[src/rtl/ps2_kbd_rx.sv]
module ps2_kbd_rx #(
  parameter int CLK_HZ  = 25_000_000,
  parameter int LINE_HZ = 90_000
) (
  input  logic       clk,
  input  logic       rst_n,
  input  logic       ps2_clk_raw,
  input  logic       ps2_dat_raw,
  input  logic       ack,
  output logic [7:0] rx_byte,
  output logic       rx_valid,
  output logic       rx_err,
  output logic       rx_overrun
);
  localparam int HOLD = (CLK_HZ / LINE_HZ < 2) ? 2 : CLK_HZ / LINE_HZ;
  localparam int HW   = $clog2(HOLD + 1);
  localparam int TOUT = (CLK_HZ / 500 < 2) ? 2 : CLK_HZ / 500;
  localparam int TW   = $clog2(TOUT + 1);

  // line index 0 = keyboard clock, 1 = keyboard data
  logic [1:0]    s1, s2, lvl, stb;
  logic [HW-1:0] hcnt [2];

  always_ff @(posedge clk) begin
    if (!rst_n) begin
      s1  <= 2'b11;
      s2  <= 2'b11;
      lvl <= 2'b11;
      stb <= 2'b00;
      for (int i = 0; i < 2; i++) hcnt[i] <= '0;
    end else begin
      s1 <= {ps2_dat_raw, ps2_clk_raw};
      s2 <= s1;
      for (int i = 0; i < 2; i++) begin
        stb[i] <= 1'b0;
        if (s2[i] != lvl[i]) begin
          if (hcnt[i] == HW'(HOLD - 1)) begin
            lvl[i]  <= s2[i];
            stb[i]  <= 1'b1;
            hcnt[i] <= '0;
          end else begin
            hcnt[i] <= hcnt[i] + 1'b1;
          end
        end else begin
          hcnt[i] <= '0;
        end
      end
    end
  end

  wire fall = stb[0] & ~lvl[0];
  wire din  = lvl[1];

  logic [3:0]    bcnt;
  logic [7:0]    sh;
  logic          par;
  logic [TW-1:0] tcnt;

  wire at_stop = fall && (bcnt == 4'd10);
  wire good    = at_stop && din && par;
  wire bad     = at_stop && !(din && par);
  wire tmo     = (bcnt != 4'd0) && !fall && (tcnt == TW'(TOUT - 1));

  always_ff @(posedge clk) begin
    if (!rst_n) begin
      bcnt <= '0;
      sh   <= '0;
      par  <= 1'b0;
      tcnt <= '0;
    end else if (fall) begin
      tcnt <= '0;
      if (bcnt == 4'd0) begin
        if (!din) begin
          bcnt <= 4'd1;
          par  <= 1'b0;
        end
      end else if (bcnt <= 4'd8) begin
        sh   <= {din, sh[7:1]};
        par  <= par ^ din;
        bcnt <= bcnt + 4'd1;
      end else if (bcnt == 4'd9) begin
        par  <= par ^ din;
        bcnt <= 4'd10;
      end else begin
        bcnt <= 4'd0;
      end
    end else if (tmo) begin
      bcnt <= '0;
      tcnt <= '0;
    end else if (bcnt != 4'd0) begin
      tcnt <= tcnt + 1'b1;
    end else begin
      tcnt <= '0;
    end
  end

  always_ff @(posedge clk) begin
    if (!rst_n) begin
      rx_byte    <= '0;
      rx_valid   <= 1'b0;
      rx_err     <= 1'b0;
      rx_overrun <= 1'b0;
    end else begin
      if (ack) begin
        rx_valid   <= 1'b0;
        rx_err     <= 1'b0;
        rx_overrun <= 1'b0;
      end
      if (good) begin
        rx_byte  <= sh;
        rx_valid <= 1'b1;
        if (rx_valid && !ack) rx_overrun <= 1'b1;
      end
      if (bad) rx_err <= 1'b1;
    end
  end

  assert_filter_follows_sync_R2: assert property (@(posedge clk) disable iff (!rst_n)
    stb[0] |-> (lvl[0] == $past(s2[0])));

  assert_bitcount_range_R3: assert property (@(posedge clk) disable iff (!rst_n)
    bcnt <= 4'd10);

  assert_valid_held_R7: assert property (@(posedge clk) disable iff (!rst_n)
    (rx_valid && !ack) |=> rx_valid);

  assert_ack_clears_R7: assert property (@(posedge clk) disable iff (!rst_n)
    (ack && !good && !bad) |=> (!rx_valid && !rx_err && !rx_overrun));

  assert_overrun_needs_valid_R8: assert property (@(posedge clk) disable iff (!rst_n)
    $rose(rx_overrun) |-> $past(rx_valid));

  assert_byte_only_on_good_R10: assert property (@(posedge clk) disable iff (!rst_n)
    !$stable(rx_byte) |-> rx_valid);

  assert_timeout_idles_R9: assert property (@(posedge clk) disable iff (!rst_n)
    tmo |=> (bcnt == 4'd0));
endmodule

[config.mk]
export PLATFORM = sky130hd
export DESIGN_NAME = ps2_kbd_rx
export DESIGN_NICKNAME = d
export VERILOG_FILES = /design/src/rtl/ps2_kbd_rx.sv
export SDC_FILE = /design/constraint.sdc
export NUM_CORES = 1
export LEC_CHECK = 0
export BUFFER_PORTS_ARGS = -buffer_cell sky130_fd_sc_hd__buf_2
export CORE_MARGIN = 2
export CORE_UTILIZATION = 50
export CTS_BUF_LIST = sky130_fd_sc_hd__clkbuf_4
export CTS_CLUSTER_SIZE = 14
export DETAILED_ROUTE_END_ITERATION = 8
export GPL_TIMING_DRIVEN = 0
export PLACE_DENSITY = 0.67
export SLEW_MARGIN = 20
export SYNTH_ARGS = -nofsm -noshare
export SYNTH_HDL_FRONTEND = slang
export SYNTH_SLANG_ARGS = --single-unit
[constraint.sdc]
create_clock -name clk -period 3.7 [get_ports clk]
set_input_delay 0.74 -clock clk [delete_from_list [all_inputs] [get_ports clk]]
set_output_delay 0.74 -clock clk [all_outputs]
set_load 0.01 [all_outputs]
### Word level (Yosys, flattened, before mapping)

Memory sizes are Yosys's and may differ from the RTL's.
Index checks and enable logic that the tools add are counted.

| word-level totals | value |
|---|---|
| latch bits | 0 |
| input bits | 5 |
| register bits | 47 |
| output and inout bits | 11 |
| ROM bits | 0 |
| word-level logic and storage cells | 108 |
| memory bits (writable) | 18 |
| memories kept | 1 |

| cells by class | value |
|---|---|
| bitwise operators | 12 |
| div/mod/pow operators | 0 |
| add/sub/neg operators | 4 |
| equality and inequality tests | 9 |
| muxes and demuxes | 45 |
| reduce and logical (&&, ||, !) cells | 23 |
| shifts and indexed selects | 0 |
| magnitude comparators | 1 |
| multiply operators | 0 |

Memories:

| name | depth | bits a word | read ports | clocked after Yosys merged registers in | write ports | RTL line | text |
|---|---|---|---|---|---|---|---|
| hcnt | 2 | 9 | 2 | 0 | 2 | 22 | `logic [HW-1:0] hcnt [2];` |

Operators by type and width:

| operator | number |
|---|---|
| $mux W9 | 6 |
| $mux W1 | 33 |
| $mux W4 | 6 |
| $add A9 B1 Y9 const B | 2 |
| $eq A9 B9 Y1 const B | 2 |
| $add A16 B1 Y16 const B | 1 |
| $eq A16 B16 Y1 const B | 1 |
| $eq A4 B4 Y1 const B | 2 |
| $logic_and A1 B1 Y1 | 8 |
| $or A1 B1 Y1 | 6 |
| $reduce_and A2 Y1 | 3 |
| $reduce_and A3 Y1 | 2 |
| $reduce_bool A2 Y1 | 3 |
| $add A4 B1 Y4 const B | 1 |
| $le A4 B4 Y1 const B | 1 |
| $logic_not A4 Y1 | 1 |
| $not A1 Y1 | 4 |
| $reduce_bool A4 Y1 | 1 |
| $reduce_or A4 Y1 | 1 |
| $logic_not A1 Y1 | 3 |
| $ne A3 B3 Y1 const B | 1 |
| $reduce_bool A3 Y1 | 1 |
| $ne A1 B1 Y1 | 2 |
| $ne A2 B2 Y1 const B | 1 |
| 2 further kinds | 2 |

### Longest topological paths before layout

Gate-level depths: netlist of run 1.

| depth | value |
|---|---|
| depth in word-level cells | 8 |
| mapped depth | 8 |
| depth with buffers taken out | 6 |

### Least setup slack after synthesis of run 1

OpenSTA, ideal clock, no wires.

| timing | value |
|---|---|
| path kind | input to register |
| start point | input rst_n |
| end point | memory hcnt[0][2] (netlist bit) (data pin) |
| setup time | 0.143 ns |
| setup slack | 1.882 ns |
| data required time | 3.557 ns |
| cell stages on the path | 4 |
| arrival | 1.675 ns |
| path buffers | 2 |
| cells stage by stage | clkbuf_1 clkbuf_1 nand3_1 nor2_1 |

RTL lines:

| element | RTL line | text |
|---|---|---|
| start, declared | 6 | `input logic rst_n,` |
| end, declared | 22 |  |

### Worst setup path in the final report of run 1

| timing | value |
|---|---|
| start point | register bcnt[0] |
| end point | register sh[7] |

| on the way | value |
|---|---|
| word-level cells in the longest chain between the ends | 3 |
| elaborated cells on any way between the ends | 4 |
| those cells by class | order compare (1); bitwise (1); reduce/logical (2) |

RTL lines:

| element | RTL line | text |
|---|---|---|
| start, declared | 54 | `logic [3:0] bcnt;` |
| start signal, assigned | 80 | `bcnt <= bcnt + 4'd1;` |
| parallel branches: the longest is 2 deep, another holds $le A4 B4 Y1 | -- |  |
| $reduce_and A3 Y1 (no line) * | -- |  |
| end signal, assigned | 78 | `sh <= {din, sh[7:1]};` |
| end, declared | 55 | `logic [7:0] sh;` |

Every way passes the cells marked *.
A chain may end at the register's enable or synchronous reset.

==> results of run 1 <==
-- state kept, by name (all words and copies together), names as in the netlist, 2 cells and up --
| name | count |
|---|---|
| sh | 8 |
| rx_byte | 8 |
| s1 | 2 |
| lvl | 2 |
| tcnt | 16 |
| bcnt | 4 |
| s2 | 2 |
| hcnt | 18 |
-- per-stage QoR --
stage	cells	util (%)
after global routing	432	57.7
after CTS	432	57.7
final	432	57.7
after detailed placement	416	55.4
after global placement	416	55.4
after floorplan	327	-
-- layout make-up --
| type | instances | area, um^2 |
|---|---|---|
| clock buffer | 9 | 67.6 |
| fill | 521 | 2490 |
| inverter | 17 | 63.8 |
| sequential | 65 | 1480 |
| timing repair buffer | 14 | 70.1 |
| clock inverter | 7 | 66.3 |
| tap | 75 | 93.8 |
| multi-input combinational | 235 | 1510 |
| buffer | 10 | 47.5 |
-- cell families after synthesis --
| logic type | count (synthesis) | synth area share [%] |
|---|---|---|
| mux | 13 | 4.29 |
| compound gates | 29 | 6.18 |
| simple gates | 132 | 23.3 |
| other cells | 1 | 0.124 |
| buf+inv | 27 | 3.67 |
| fa+ha+maj | 10 | 4.12 |
| flops | 65 | 48.8 |
| xor+xnor | 33 | 9.52 |
-- worst paths after layout --
check | slack [ns] | start | cells past startpoint | to
hold reg to reg | 0.42 | s1[0]$_SDFF_PN1_ | 1 | s2[0]$_SDFF_PN1_
hold / removal | 0.42 | s1[0]$_SDFF_PN1_ | 1 | s2[0]$_SDFF_PN1_
setup / recovery | 1.59 | bcnt[0]$_SDFFE_PN0P_ | 7 | sh[7]$_SDFFE_PN0P_
setup reg to reg | 1.59 | bcnt[0]$_SDFFE_PN0P_ | 7 | sh[7]$_SDFFE_PN0P_
-- metal layers --
layer,up-vias,global-route usage (%),wire (um)
li1,1163,-,-
met1,1012,20.9,2590
met2,32,28.9,2380
met3,9,4.51,153
met4,0,8.83,104
met5,-,0,0
-- placed cells by master, fill, tap and decap left out, types with 4 or more instances in the layout --
master and count:
clkbuf_4 9, nand3_1 21, mux2i_1 13, a21boi_0 8, buf_2 16, nor2b_1 11, nor2_1 40, inv_1 17
clkbuf_1 7, xnor2_1 18, edfxtp_1 18, nor3_1 4, ha_1 10, nor4_1 8, conb_1 18, nand2b_1 6
dfxtp_1 47, nand4_1 12, xor2_1 15, o21ai_0 10, nand2_1 13
-- where the power goes --
| part | internal (mW) | switching, mW |
|---|---|---|
| clock | 0.206 | 0.264 |
| combinational | 0.0130 | 0.0187 |
| sequential | 0.741 | 0.0103 |
-- worst max-delay path: cells and delay by family, from the launching register on --
kind | cells | cell delay (ns)
xor gates and xnor gates | 1 | 0.54
AOI/OAI and AO/OA | 1 | 0.17
and+or+nand+nor | 2 | 0.30
adders and majority gates | 1 | 0.28
DFF | 1 | 0.47
buffers and inverters | 2 | 0.28
==> summary.md, run 1 <==
| Metric | Value |
|---|---|
| Area grow syn2layout | 11.9% |
| CTS tree | built |
| Slowest-stage cell, CP | xnor2_1 |
| Clk buf depth | 2 |
| Hold WS | 0.424 ns |
| Remaining Overflow, GRT | 0 |
| FFs w/ async S/R, synth | 0% |
| Post-Syn Area per Cell | 9.79 um^2 |
| H-tree Lvls | 3 |
| CP max FO | 8 |
| Pleak | around 1.3 nW |
| Post-DR wirelength/cell | roughly 12 um |
| Crit Path Category | flip-flop to flip-flop |
| Share of layout cells above drive strength 1 | 10.1% |
| Final Hold Fails | 0 |
| Worst path max stage delay | between 0.5 and 0.6 ns |
| Syn Inst Count | 310 |
| VDD IR-drop max | between 0.0002 and 0.00025 V |
| Hold buffer count at cts | 0 |
| Hold/Removal Path Class | flip-flop to flip-flop |
| Vias in the first global route | 2122 |
| PwrDens | 369 mW/mm^2 |
| Worst path cell trace | inv_1, ha_1, nor2b_1, clkbuf_1, xnor2_1, nand3_1, a21boi_0 |
| Core Rows | 28 |
| Yosys cell types | 39 |
| Outcome | finished clean |
| Arrival time at the worst endpoint | roughly 2.5 ns |
| Total routed wirelength | roughly 5.2 mm |
| DR iter-0 viols | between 90 and 100 |
| CTS Root Buffer Type | clkbuf_4 |
| CTS resizes | 0 |
| DP HPWL | between 3 and 4 mm |
| Critical path data required time | 4.04 ns |
| Die span in y | 81.9 um |
| Total power | around 1.3 mW |
| Most frequent cell after synthesis | dfxtp_1 |
| Top cells by area, synth | dfxtp_1, edfxtp_1, xnor2_1 |
| I/O pin cnt | 16 |
| Final #Nets | roughly 370 |
| Antenna-violating nets left | 0 |
| # clock sinks | 65 |
| Slew @ Worst Pin | slightly above 0.6 ns |
| Syn. warnings | 0 |
| Drt drc | 0 |
| Worst slew margin | 58.1% |
| Post-synthesis register bit count | between 60 and 70 |
| Clock latency on the worst-skew pair | a little over 0.4 ns |
| Clk_skew | between 0.015 and 0.02 ns |
| IO buf count | 14 |
| Die ar. | roughly 0.0067 mm^2 |
| Top cells by count, synth | dfxtp_1, nor2_1, nand3_1, edfxtp_1, xnor2_1 |
| Pins Over Slew Limit | 0 |
| Startpoint class of the critical path | flip-flop |
| Top cell type's share of synthesized area | 31.0% |
| Final worst-path cycle share | a little under three fifths |
| Die X | 81.9 um |
| Post-DP Area | roughly 0.0033 mm^2 |
| Post-synth EDFFs | 18 |
| Final setup margin | approximately 1.6 ns |
| Fin crit period | roughly 2.1 ns |
| Detailed Routing Iterations Pass 1 | 4 |
| Final Setup Violations | 0 |
| Max_cap viols | 0 |
| Vias after detailed routing | around 2.2k |
| Final GP Congestion | slightly above 0.9 |
| Post-layout instance area | approximately 0.0034 mm^2 |
| Post-CTS setup repair buffer count | 0 |
| Sequential area share after synthesis | about half |
| Core area | approximately 0.0059 mm^2 |
| Starting Density | approximately half |
| First-pass GRT wire length | a little over 9 mm |
| Largest net degree at the start of global routing | 13 |
| Top cell type by total area after synthesis | dfxtp_1 |
| Pre-CTS WS | 1.36 ns |
| Reg clk slew, reported paths | between 0.1 and 0.15 ns |
| Fmax | 473 MHz |
| Via/cell ratio | between 5 and 6 |
| Netlist Area Pre-Place | around 0.0030 mm^2 |
| Ant. Diodes | 0 |
| Post-route setup TNS | 0 ns |
| RSZ-0062 raised after global routing | false |
| Cts bufs inserted | 9 |
| CP Capture Type | flip-flop |
| Tot GR Track Use | approximately 17% |
| Main synth FF type | dfxtp_1 |
| Initial antenna violation count | 0 |
(Power assumes the default switching activity.)
==> run 2: changes to the inputs <==
ABC_AREA = 1   (was default)
PLACE_DENSITY = 0.7   (was 0.67)
clock period = 1.85 ns   (was 3.7 ns; I/O delays follow)
==> run 2 against run 1 <==
  * Register-to-register slack worse by 1.4 ns
  * Die area rose by 3.4%
  * Non-clock buffer count down 3
  * First-iteration DRC count down 10%
  * Sequential power increased by 100%
  * Highest routed layer unchanged
  * Flip-flop and latch count is the same
  * Total power increased by 100%
  * Synthesized cell count increased by 19%
  * Critical path type unchanged
  * Wire length rose by 1.7%
  * Critical endpoint is now tcnt[15]$_SDFF_PP0_
==> summary.md, run 2 <==
| Metric | Value |
|---|---|
| Top cells by area, synth | dfxtp_1, edfxtp_1, nand2_1 |
| Synth Area in Compound Gates | 12.7% (+6.5 points) |
| H-tree Lvls | 3 (unchanged) |
| Largest net degree at the start of global routing | 14 (+1) |
| Core Rows | 28 (unchanged) |
| IO buf count | 14 (unchanged) |
| Slew @ Worst Pin | 0.503 ns (-0.121 ns) |
| Outcome | finished clean |
| Most frequent cell after synthesis | nand2_1 |
| Syn. warnings | 0 (unchanged) |
| Number of flip-flops in the largest register | 18 (unchanged) |
| Hold Crit Depth | 2 (+1) |
| Syn Inst Count | 369 (+19%) |
| RSZ-0062 raised after global routing | false |
| Vias after detailed routing | 2426 (+9.5%) |
| Cts bufs inserted | 9 (unchanged) |
| Post-CTS setup repair buffer count | 0 (unchanged) |
| Top cell type's share of synthesized area | 29.9% (-1.1 points) |
| Post-Syn Area per Cell | 8.52 um^2 (-13%) |
| Largest family of logic cells by synthesized area | simple AND/OR/NAND/NOR gates |
| Core area | 0.00599 mm^2 (+1.8%) |
| Slowest-stage cell, CP | dfxtp_1 |
| Starting Density | 52.5% (+0.91 points) |
| Via/cell ratio | 4.94 (-3.7%) |
| Initial antenna violation count | 0 (unchanged) |
| GRT met3 Usage | 3.58% (-0.93 points) |
| Fmax | 595 MHz (+26%) |
| Yosys cell types | 38 (-2.6%) |
| Die X | 83.3 um (+1.7%) |
| Total routed wirelength | 5.31 mm (+1.7%) |
| Final worst-path cycle share | 90.8% (+34 points) |
| Worst reg2reg path depth | 7 (unchanged) |
| Area grow syn2layout | 11.9% (about the same) |
| Antenna-violating nets left | 0 (unchanged) |
| Pins Over Slew Limit | 0 (unchanged) |
| FFs w/ async S/R, synth | 0% (unchanged) |
| Post-synth EDFFs | 18 (unchanged) |
| Main synth FF type | dfxtp_1 |
| Xor and xnor area share after synthesis | 2.51% (-7.0 points) |
| Final setup margin | 0.170 ns (-1.42 ns) |
| Adder-Cell Fraction of Synth Area | 3.98% (-0.14 points) |
| Top cell type by total area after synthesis | dfxtp_1 |
| Post-DR wirelength/cell | 10.8 um (-11%) |
| Post-synthesis register bit count | 65 (unchanged) |
| Clock latency on the worst-skew pair | 0.41 ns (about the same) |
| Tot GR Track Use | 16.5% (-0.94 points) |
| PwrDens | 728 mW/mm^2 (+97%) |
| CP max FO | 10 (+2) |
| Crit Path Category | flip-flop to flip-flop |
| Top cells by count, synth | nand2_1, dfxtp_1, inv_1, a21oi_1, nor2_1 |
| Hold/Removal Path Class | primary input to flip-flop |
| M2 GR Usage | 25.1% (-3.7 points) |
| Startpoint class of the critical path | flip-flop |
| Post-route setup TNS | 0 ns (unchanged) |
| Die span in y | 83.3 um (+1.7%) |
| Vias in the first global route | 2182 (+2.8%) |
| # clock sinks | 65 (unchanged) |
| Hold buffer count at cts | 0 (unchanged) |
| Most frequent CP cell | nand3_4 |
| I/O pin cnt | 16 (unchanged) |
| Post-Synth Simple-Gate Area | 25.9% (+2.6 points) |
| M1 GR Usage | 22.2% (+1.3 points) |
| Arrival time at the worst endpoint | 2.00 ns (-0.46 ns) |
| Netlist Area Pre-Place | 0.00314 mm^2 (+3.6%) |
| Final Hold Fails | 0 (unchanged) |
| Pre-CTS WS | 0.192 ns (-1.17 ns) |
| Critical path data required time | 2.17 ns (-1.87 ns) |
| Most common cell after layout, fill and taps aside | nand2_1 |
| Worst slew margin | 66.5% (+8.3 points) |
| Drt drc | 0 (unchanged) |
| Sequential area share after synthesis | 47.1% (-1.7 points) |
| Biggest regs | hcnt (18), tcnt (16) |
| Ant. Diodes | 0 (unchanged) |
| Reg clk slew, reported paths | 0.12 ns (about the same) |
| Share of layout cells above drive strength 1 | 18.0% (+7.9 points) |
| Final #Nets | 426 (+16%) |
| Hold WS | 0.143 ns (-0.281 ns) |
| Largest Register | hcnt |
| Clk buf depth | 2 (unchanged) |
| CTS Root Buffer Type | clkbuf_4 |
| CTS resizes | 0 (unchanged) |
| DP HPWL | 3.85 mm (+2.0%) |
| Max_cap viols | 0 (unchanged) |
| Post-synthesis mux area share | 0% (-4.3 points) |
| VDD IR-drop max | 0.000546 V (+130%) |
| First-pass GRT wire length | 9.41 mm (+3.6%) |
| Die ar. | 0.00694 mm^2 (+3.4%) |
| Remaining Overflow, GRT | 0 (unchanged) |
| Worst path max stage delay | 0.43 ns (-0.11 ns) |
| DR iter-0 viols | 88 (-10%) |
| Final Setup Violations | 0 (unchanged) |
| Fin crit period | 1.68 ns (-0.434 ns) |
| CTS tree | built |
| Worst path cell trace | inv_1, ha_1, a21oi_4, nand3_4, nand3_4, buf_12, a21oi_2 |
| Pleak | 1.33 nW (+5.2%) |
| Commonest cells after routing, fill and taps aside | nand2_1, dfxtp_1, inv_1 |
| Detailed Routing Iterations Pass 1 | 4 (unchanged) |
| CP Capture Type | flip-flop |
| Clk_skew | 0.0189 ns (+0.00347 ns) |
| # fillers | 529 (+1.5%) |
| GRT busiest layer | met2 |
| Final GP Congestion | 0.843 (-8.1%) |
-- run 2: cell types whose count changed after synthesis, moves of 8 or more --
cell	before	now
nor2_2	0	10
mux2i_1	13	0
inv_1	17	46
nor2b_1	11	0
xor2_1	15	5
a21boi_0	8	0
a21oi_1	3	36
nor2_1	40	31
xnor2_1	18	4
nand2_1	13	52
-- run 2: final cells by class --
cell class              instances  area, um^2  share of cell area [%]
well taps                      75        93.8                    2.67
inverters                      49         184                    5.23
clock inverters                 7        77.6                    2.21
clock buffers                   9        67.6                    1.92
repair buffers                 14        70.1                    1.99
plain buffers                   7        58.8                    1.67
flip-flops and latches         65        1480                    42.1
multi-input cells             265        1480                    42.2
-- run 2: through the flow --
step	total power, mW	cells	area (um^2)	util, %
after floorplan	1.58	386	3210	-
after global placement	1.60	475	3370	56.3
after detailed placement	1.60	475	3370	56.3
after CTS	2.59	491	3520	58.7
after global routing	2.65	491	3520	58.7
final	2.56	491	3520	58.7
-- run 2: final timing paths --
check	start	end	slack [ns]
min	ps2_clk_raw	s1[0]$_SDFF_PN1_	0.14
max reg2reg	bcnt[0]$_SDFFE_PN0P_	tcnt[15]$_SDFF_PP0_	0.17
max	bcnt[0]$_SDFFE_PN0P_	tcnt[15]$_SDFF_PP0_	0.17
min reg2reg	s1[0]$_SDFF_PN1_	s2[0]$_SDFF_PN1_	0.41
-- run 2: report_power, final --
group	switching [mW]	internal [mW]	total [mW]
sequential	0.0174	1.48	1.50
clock	0.567	0.423	0.990
combinational	0.0448	0.0245	0.0693
total	0.630	1.93	2.56
-- run 2: logic make-up (layout without fill, tap and decap cells) --
group | after synthesis | after routing
other | 1 | 18
AOI/OAI and AO/OA | 67 | 67
adders and majority gates | 10 | 10
buffers and inverters | 56 | 86
DFF | 65 | 65
and+or+nand+nor | 161 | 161
xor gates and xnor gates | 9 | 9
-- run 2: layer usage --
metal,share of wire (%),vias to the layer above
met5,0,-
met1,51,1101
met3,2.5,11
met2,44,22
li1,-,1292
met4,2.0,0
-- run 2: worst max-delay path: cells and delay by family (launching register included) --
kind | cells | cell delay [ns]
adders and majority gates | 1 | 0.33
AOI/OAI and AO/OA | 2 | 0.29
DFF | 1 | 0.43
buffers and inverters | 2 | 0.26
and+or+nand+nor | 2 | 0.28
